**config.mk**
```make
export PLATFORM = sky130hd
export DESIGN_NAME = uart_frame_rx
export DESIGN_NICKNAME = d
export VERILOG_FILES = /design/src/rtl/uart_rx_pkg.sv /design/src/rtl/uart_rx_rst_sync.sv /design/src/rtl/uart_rx_line_sync.sv /design/src/rtl/uart_rx_parity_ref.sv /design/src/rtl/uart_rx_engine.sv /design/src/rtl/uart_frame_rx.sv
export SDC_FILE = /design/constraint.sdc
export NUM_CORES = 1
export LEC_CHECK = 0
export BUFFER_PORTS_ARGS = -buffer_cell sky130_fd_sc_hd__buf_2
export CAP_MARGIN = 10
export CORE_MARGIN = 2
export CORE_UTILIZATION = 35
export CTS_CLUSTER_SIZE = 8
export DETAILED_ROUTE_END_ITERATION = 8
export HOLD_SLACK_MARGIN = 0.03
export PLACE_DENSITY = 0.62
export SLEW_MARGIN = 20
export SYNTH_ARGS = -nofsm -noshare
export SYNTH_HDL_FRONTEND = slang
export SYNTH_SLANG_ARGS = --single-unit
export TNS_END_PERCENT = 20
```
**constraint.sdc**
```tcl
create_clock -name clk -period 1.65 [get_ports clk]
set_clock_uncertainty 0.15 [all_clocks]
set_input_delay 0.0825 -clock clk [delete_from_list [all_inputs] [get_ports clk]]
set_output_delay 0.0825 -clock clk [all_outputs]
set_load 0.01 [all_outputs]
```
**src/rtl/uart_rx_pkg.sv**
```systemverilog
package uart_rx_pkg;
  localparam int DATA_MAX = 8;
  localparam int IDX_W    = $clog2(DATA_MAX);

  typedef enum logic [2:0] {
    S_HUNT,   // waiting for the line to go high
    S_IDLE,   // line high, watching for a low level
    S_START,  // counting to the start-bit centre
    S_DATA,
    S_PAR,
    S_STOP
  } rx_state_t;

  typedef struct packed {
    logic [1:0] len;       // data bits minus five
    logic       pen;       // parity bit present
    logic       even_sel;  // even parity, or forced-zero when forcing
    logic       force_par; // parity forced to a constant
  } rx_cfg_t;
endpackage

```
**src/rtl/uart_rx_rst_sync.sv**
```systemverilog
module uart_rx_rst_sync #(
  parameter int STAGES = 2
) (
  input  logic clk,
  input  logic rst_n,
  output logic rst_sync_n
);
  logic [STAGES-1:0] sync_q;

  always_ff @(posedge clk or negedge rst_n) begin
    if (!rst_n) sync_q <= '0;
    else        sync_q <= {sync_q[STAGES-2:0], 1'b1};
  end

  assign rst_sync_n = sync_q[STAGES-1];
endmodule

```
**src/rtl/uart_rx_line_sync.sv**
```systemverilog
module uart_rx_line_sync #(
  parameter int STAGES = 2
) (
  input  logic clk,
  input  logic rst_n,
  input  logic din,
  output logic dout
);
  logic [STAGES-1:0] sync_q;

  always_ff @(posedge clk or negedge rst_n) begin
    if (!rst_n) sync_q <= '1;
    else        sync_q <= {sync_q[STAGES-2:0], din};
  end

  assign dout = sync_q[STAGES-1];
endmodule

```
**src/rtl/uart_rx_parity_ref.sv**
```systemverilog
module uart_rx_parity_ref
  import uart_rx_pkg::*;
(
  input  logic [DATA_MAX-1:0] data,
  input  logic                even_sel,
  input  logic                force_par,
  output logic                exp_bit
);
  // Unused upper data bits are zero, so reducing over the full width is safe.
  always_comb begin
    if (force_par)     exp_bit = ~even_sel;
    else if (even_sel) exp_bit = ^data;
    else               exp_bit = ~^data;
  end
endmodule

```
**src/rtl/uart_rx_engine.sv**
```systemverilog
module uart_rx_engine
  import uart_rx_pkg::*;
#(
  parameter int OS_RATE = 16
) (
  input  logic                clk,
  input  logic                rst_n,
  input  logic                tick,
  input  logic                rx,
  input  rx_cfg_t             ctrl_cfg,
  input  logic                exp_par,
  output rx_cfg_t             cfg_q,
  output logic [DATA_MAX-1:0] shift_q,
  output logic [DATA_MAX-1:0] data_out,
  output logic                data_valid,
  output logic                parity_err,
  output logic                frame_err,
  output logic                break_det
);
  localparam int CNT_W = $clog2(OS_RATE);
  localparam logic [CNT_W-1:0] CNT_LAST = CNT_W'(OS_RATE - 1);
  localparam logic [CNT_W-1:0] CNT_MID  = CNT_W'(OS_RATE / 2 - 1);

  rx_state_t           state_q, state_d;
  logic [CNT_W-1:0]    cnt_q, cnt_d;
  logic [IDX_W-1:0]    idx_q, idx_d;
  logic [DATA_MAX-1:0] shift_d;
  logic                par_q, par_d;
  logic                zero_q, zero_d;
  rx_cfg_t             cfg_d;
  logic [DATA_MAX-1:0] out_q, out_d;
  logic                vld_q, vld_d;
  logic                pe_q, pe_d, fe_q, fe_d, bk_q, bk_d;
  logic                at_centre;
  logic [IDX_W-1:0]    last_idx;

  assign at_centre = tick && (cnt_q == CNT_LAST);
  assign last_idx  = IDX_W'(cfg_q.len) + IDX_W'(4);

  always_comb begin
    state_d = state_q;
    cnt_d   = cnt_q;
    idx_d   = idx_q;
    shift_d = shift_q;
    par_d   = par_q;
    zero_d  = zero_q;
    cfg_d   = cfg_q;
    out_d   = out_q;
    pe_d    = pe_q;
    fe_d    = fe_q;
    bk_d    = bk_q;
    vld_d   = 1'b0;
    if (tick && state_q != S_HUNT && state_q != S_IDLE) cnt_d = cnt_q + 1'b1;
    unique case (state_q)
      S_HUNT:  if (tick && rx) state_d = S_IDLE;
      S_IDLE:  if (tick && !rx) begin
                 state_d = S_START;
                 cnt_d   = '0;
               end
      S_START: if (tick && cnt_q == CNT_MID) begin
                 if (!rx) begin
                   state_d = S_DATA;
                   cnt_d   = '0;
                   idx_d   = '0;
                   shift_d = '0;
                   zero_d  = 1'b1;
                   cfg_d   = ctrl_cfg;
                 end else begin
                   state_d = S_IDLE;
                 end
               end
      S_DATA:  if (at_centre) begin
                 shift_d[idx_q] = rx;
                 zero_d         = zero_q & ~rx;
                 cnt_d          = '0;
                 if (idx_q == last_idx) state_d = cfg_q.pen ? S_PAR : S_STOP;
                 else                   idx_d   = idx_q + 1'b1;
               end
      S_PAR:   if (at_centre) begin
                 par_d   = rx;
                 zero_d  = zero_q & ~rx;
                 cnt_d   = '0;
                 state_d = S_STOP;
               end
      S_STOP:  if (at_centre) begin
                 vld_d   = 1'b1;
                 out_d   = shift_q;
                 pe_d    = cfg_q.pen & (par_q ^ exp_par);
                 fe_d    = ~rx;
                 bk_d    = zero_q & ~rx;
                 cnt_d   = '0;
                 state_d = rx ? S_IDLE : S_HUNT;
               end
      default: state_d = S_HUNT;
    endcase
  end

  always_ff @(posedge clk or negedge rst_n) begin
    if (!rst_n) begin
      state_q <= S_HUNT;
      cnt_q   <= '0;
      idx_q   <= '0;
      shift_q <= '0;
      par_q   <= 1'b0;
      zero_q  <= 1'b0;
      cfg_q   <= '0;
      out_q   <= '0;
      vld_q   <= 1'b0;
      pe_q    <= 1'b0;
      fe_q    <= 1'b0;
      bk_q    <= 1'b0;
    end else begin
      state_q <= state_d;
      cnt_q   <= cnt_d;
      idx_q   <= idx_d;
      shift_q <= shift_d;
      par_q   <= par_d;
      zero_q  <= zero_d;
      cfg_q   <= cfg_d;
      out_q   <= out_d;
      vld_q   <= vld_d;
      pe_q    <= pe_d;
      fe_q    <= fe_d;
      bk_q    <= bk_d;
    end
  end

  assign data_out   = out_q;
  assign data_valid = vld_q;
  assign parity_err = pe_q;
  assign frame_err  = fe_q;
  assign break_det  = bk_q;
endmodule

```
**src/rtl/uart_frame_rx.sv**
```systemverilog
module uart_frame_rx
  import uart_rx_pkg::*;
#(
  parameter int OS_RATE     = 16,
  parameter int SYNC_STAGES = 2
) (
  input  logic       clk,
  input  logic       rst_n,
  input  logic       tick16,
  input  logic       rx_in,
  input  logic [7:0] ctrl,
  output logic [7:0] data_out,
  output logic       data_valid,
  output logic       parity_err,
  output logic       frame_err,
  output logic       break_det
);
  logic                rst_sync_n;
  logic                rx_s;
  logic                exp_par;
  rx_cfg_t             ctrl_cfg;
  rx_cfg_t             cfg_q;
  logic [DATA_MAX-1:0] shift_q;
  logic                unused_ctrl_bits;

  // Stop-bit count and the two upper control bits do not change reception.
  assign unused_ctrl_bits = ^{ctrl[7:6], ctrl[2]};

  assign ctrl_cfg = '{len: ctrl[1:0], pen: ctrl[3], even_sel: ctrl[4], force_par: ctrl[5]};

  uart_rx_rst_sync #(.STAGES(SYNC_STAGES)) u_rst_sync (
    .clk(clk), .rst_n(rst_n), .rst_sync_n(rst_sync_n)
  );

  uart_rx_line_sync #(.STAGES(SYNC_STAGES)) u_line_sync (
    .clk(clk), .rst_n(rst_sync_n), .din(rx_in), .dout(rx_s)
  );

  uart_rx_parity_ref u_parity (
    .data(shift_q), .even_sel(cfg_q.even_sel), .force_par(cfg_q.force_par), .exp_bit(exp_par)
  );

  uart_rx_engine #(.OS_RATE(OS_RATE)) u_engine (
    .clk(clk), .rst_n(rst_sync_n), .tick(tick16), .rx(rx_s),
    .ctrl_cfg(ctrl_cfg), .exp_par(exp_par), .cfg_q(cfg_q), .shift_q(shift_q),
    .data_out(data_out), .data_valid(data_valid), .parity_err(parity_err),
    .frame_err(frame_err), .break_det(break_det)
  );
endmodule

```
==> flow_summary_export.csv <==
group,metric,value,unit
layout,finish.instance_area,2770,um^2
clock_tree,cts_max_level,2,
power,total_leakage_power,1.29,nW
status,violations,"setup timing",
synth,warning_count_from_the_yosys_run,0,
synth,postSynthCellCount,199,
clock_tree,cts.path.max_buffers,2,
min_path,holdCritPathClass,"primary input to register",
routing,drtAntennaViolNets,0,
grt,globalRouteOverflowTotal,0,
timing,finalHoldWorstSlack,0.112,ns
floorplan,core-area,5820,um^2
routing,postRouteWirelength,4510,um
layout,filler_cell_count,553,
floorplan,die_height,81.1,um
floorplan,core.rowCount,28,
routing,wire_per_inst,13.4,um
timing,maxSlewViolCount,0,
synth,postSynthRegisterBits,41,
synth,synth_enable_flop_cells,0,
layout,nNetsFinal,274,
floorplan,initial_core_util,35.8,%
floorplan,dieWidth,81.1,um
setup_path,cp_max_fo,6,
layout,drive_gt1_share,39.5,%
timing,max_freq,0.556,GHz
place,placed_inst_area,2490,um^2
grt,grt.met2_usage,24.2,%
floorplan,io_pins,24,
timing,post-route-worst-setup-slack,-0.148,ns
status,run_status,"complete, but fails checks",
grt,grt_pass1_wl,7440,um
place,detailed_place_hpwl,3190,um
timing,setup_repair_after_global_routing_missed_its_margin,"true",
synth,synth_sequential_area_ratio,49.4,%
layout,multi_input_area,1030,um^2
layout,synthToLayoutAreaGrowth,33.1,%
grt,grt_pass1_vias,1627,
timing,setup-violations-final,26,
power,post-layout-total-power,3.39,mW
setup_path,worstSetupEndpointType,"register",
flow_run,max_cap_violations,0,
clock_tree,clk_transition_reported_paths,0.08,ns
power,power.ir.vdd_worst,0.000415,V
synth,synth_flop_cell,"dfrtp_1",
setup_path,criticalPathCategory,"register to register",
clock_tree,clk_root_buffer_cell,"clkbuf_8",
clock_tree,cts_inserted_buffers,5,
timing,finalHoldViolCount,0,
grt,grt_start_max_net_pins,40,
timing,period_share,109,%
synth,synth.area.top_cells,"dfrtp_1 (47%), mux2_2 (4.9%), o21ai_0 (4.3%)",
grt,use_met3,3.56,%
grt,grt_antenna_before_repair,0,
clock_tree,clk_latency,0.29,ns
routing,drt_iter0_markers,101,
synth,synth.top_cell.area_share,46.9,%
place,gp_congestion,0.878,
grt,top_usage_layer,"met2",
synth,synth_area_per_cell,10.5,um^2
grt,grtUsageTotal,14.8,%
clock_tree,clock_sink_count,41,
clock_tree,cts_tree,"done",
power,power.density_cell_area,1220,nW/um^2
grt,groute.layer.met1.usage,18.9,%
floorplan,die-area,6580,um^2
synth,yosys.cell_count.top_type,"dfrtp_1",
setup_path,worstPathArrival,1.82,ns
synth,synth.net_count,213,
place,port-buffer-count,20,
routing,viasPerCell,4.96,
timing,min_clock_period_post_route,1.80,ns
synth,synth-async-reset-ratio,100,%
layout,final-seq-area,1030,um^2
synth,syn-cell-area,2080,um^2
routing,total_via_count_after_detailed_routing,1665,
synth,synth_top_cell_by_area,"dfrtp_1",
setup_path,timing.critical_path.from_type,"register",
timing,totalNegativeSetupSlack,-2.24,ns
synth,synth_top_cells_by_count,"dfrtp_1 (39), nand2_1 (19), o21ai_0 (18)",
synth,synth.lib_cells_used.distinct,42,
routing,remaining_drc_errors,0,
setup_path,timing.critical_path.required,1.67,ns
routing,drt_first_pass_iters,4,
layout,antenna_cells_inserted,0,
[routing by layer]
metal / vias to the layer above / routed length [um] / part of all wire [%]
met5: - / 0 / 0
met4: 0 / 65 / 1.4
met3: 5 / 161 / 3.6
met2: 26 / 2190 / 48
met1: 808 / 2100 / 47
li1: 826 / - / -
[cells in the final DEF, fill, tap and decap left out, types with 4 or more instances in the layout]
cell	n
inv_1	5
xnor2_1	10
buf_6	5
mux2_4	5
buf_2	20
nor2_1	14
o21ai_0	13
a31oi_1	6
o31ai_1	6
dfrtp_1	36
dlygate4sd3_1	8
a21oi_1	7
buf_4	31
nand3_1	7
clkbuf_8	7
nand2b_1	4
xor2_1	4
nand2_1	18
mux2_2	9
[critical path: stages, from the launching register on]
cell	delay, ns
dfrtp_1	0.37
ha_2	0.21
nand3_4	0.08
buf_6	0.13
o211ai_4	0.21
nand4_4	0.20
mux2_4	0.35
[per-stage QoR]
stage	utilization (%)	cells	setup slack, ns
final	47.6	336	-0.148
after global routing	47.6	336	-0.218
after CTS	46.4	334	-0.163
after detailed placement	42.9	316	-0.175
after global placement	42.9	316	-0.129
after floorplan	-	199	-0.0324
[area by class of cell]
class	count	share of cell area (%)
Clock buffer	7	3.48
Inverter	5	0.678
Timing Repair Buffer	65	17.7
Multi-Input combinational cell	142	37.4
Sequential cell	41	37.3
Clock inverter	1	0.181
Tap cell	75	3.39
[cell families (layout without fill, tap and decap cells)]
family | Yosys count | in the layout | share of synthesized area (%)
buf+inv | 16 | 78 | 4.15
xor+xnor | 14 | 14 | 5.89
compound gates | 48 | 48 | 14.4
fa+ha+maj | 2 | 2 | 1.20
simple gates | 62 | 62 | 15.8
flops | 41 | 41 | 49.4
other cells | 1 | 1 | 0.180
mux | 15 | 15 | 8.96
[sequential cells by signal, summed over array words and instances (netlist names)]
signal / flops
u_engine.parity_err: 1
u_line_sync.sync_q: 2
u_engine.zero_q: 1
u_engine.shift_q: 8
u_engine.state_q: 3
u_engine.par_q: 1
u_rst_sync.sync_q: 2
u_engine.break_det: 1
u_engine.idx_q: 3
u_engine.cnt_q: 4
u_engine.cfg_q: 5
u_engine.data_valid: 1
u_engine.data_out: 8
u_engine.frame_err: 1
[path summary, 6_finish.rpt]
path,from,to,slack [ns],cells past startpoint
worst max register to register,u_engine.cnt_q[1],u_engine.cfg_q[0],-0.15,6
worst max-delay path,u_engine.cnt_q[1],u_engine.cfg_q[0],-0.15,6
worst min register to register,u_rst_sync.sync_q[1],u_engine.data_out[1],0.15,1
worst min-delay path,tick16,u_engine.idx_q[1],0.11,5
min in group asynchronous,u_rst_sync.sync_q[1],u_engine.data_out[1],0.15,1
max in group asynchronous,rst_n,u_rst_sync.sync_q[0],0.75,3
[power breakdown]
group / switching [mW] / internal [mW] / total, mW
Combinational: 0.671 / 0.655 / 1.33
Clock: 0.335 / 0.378 / 0.713
Sequential: 0.179 / 1.17 / 1.35
Total: 1.19 / 2.21 / 3.39
[timing repair]
action	CTS	global route
hold buffers	8	0
gates resized for setup	4	19
endpoints found under the setup margin	30	35
setup buffers	2	3
endpoints found under the hold margin	8	0
pin swaps	6	5
No activity file was read; power rests on OpenSTA's default activity.
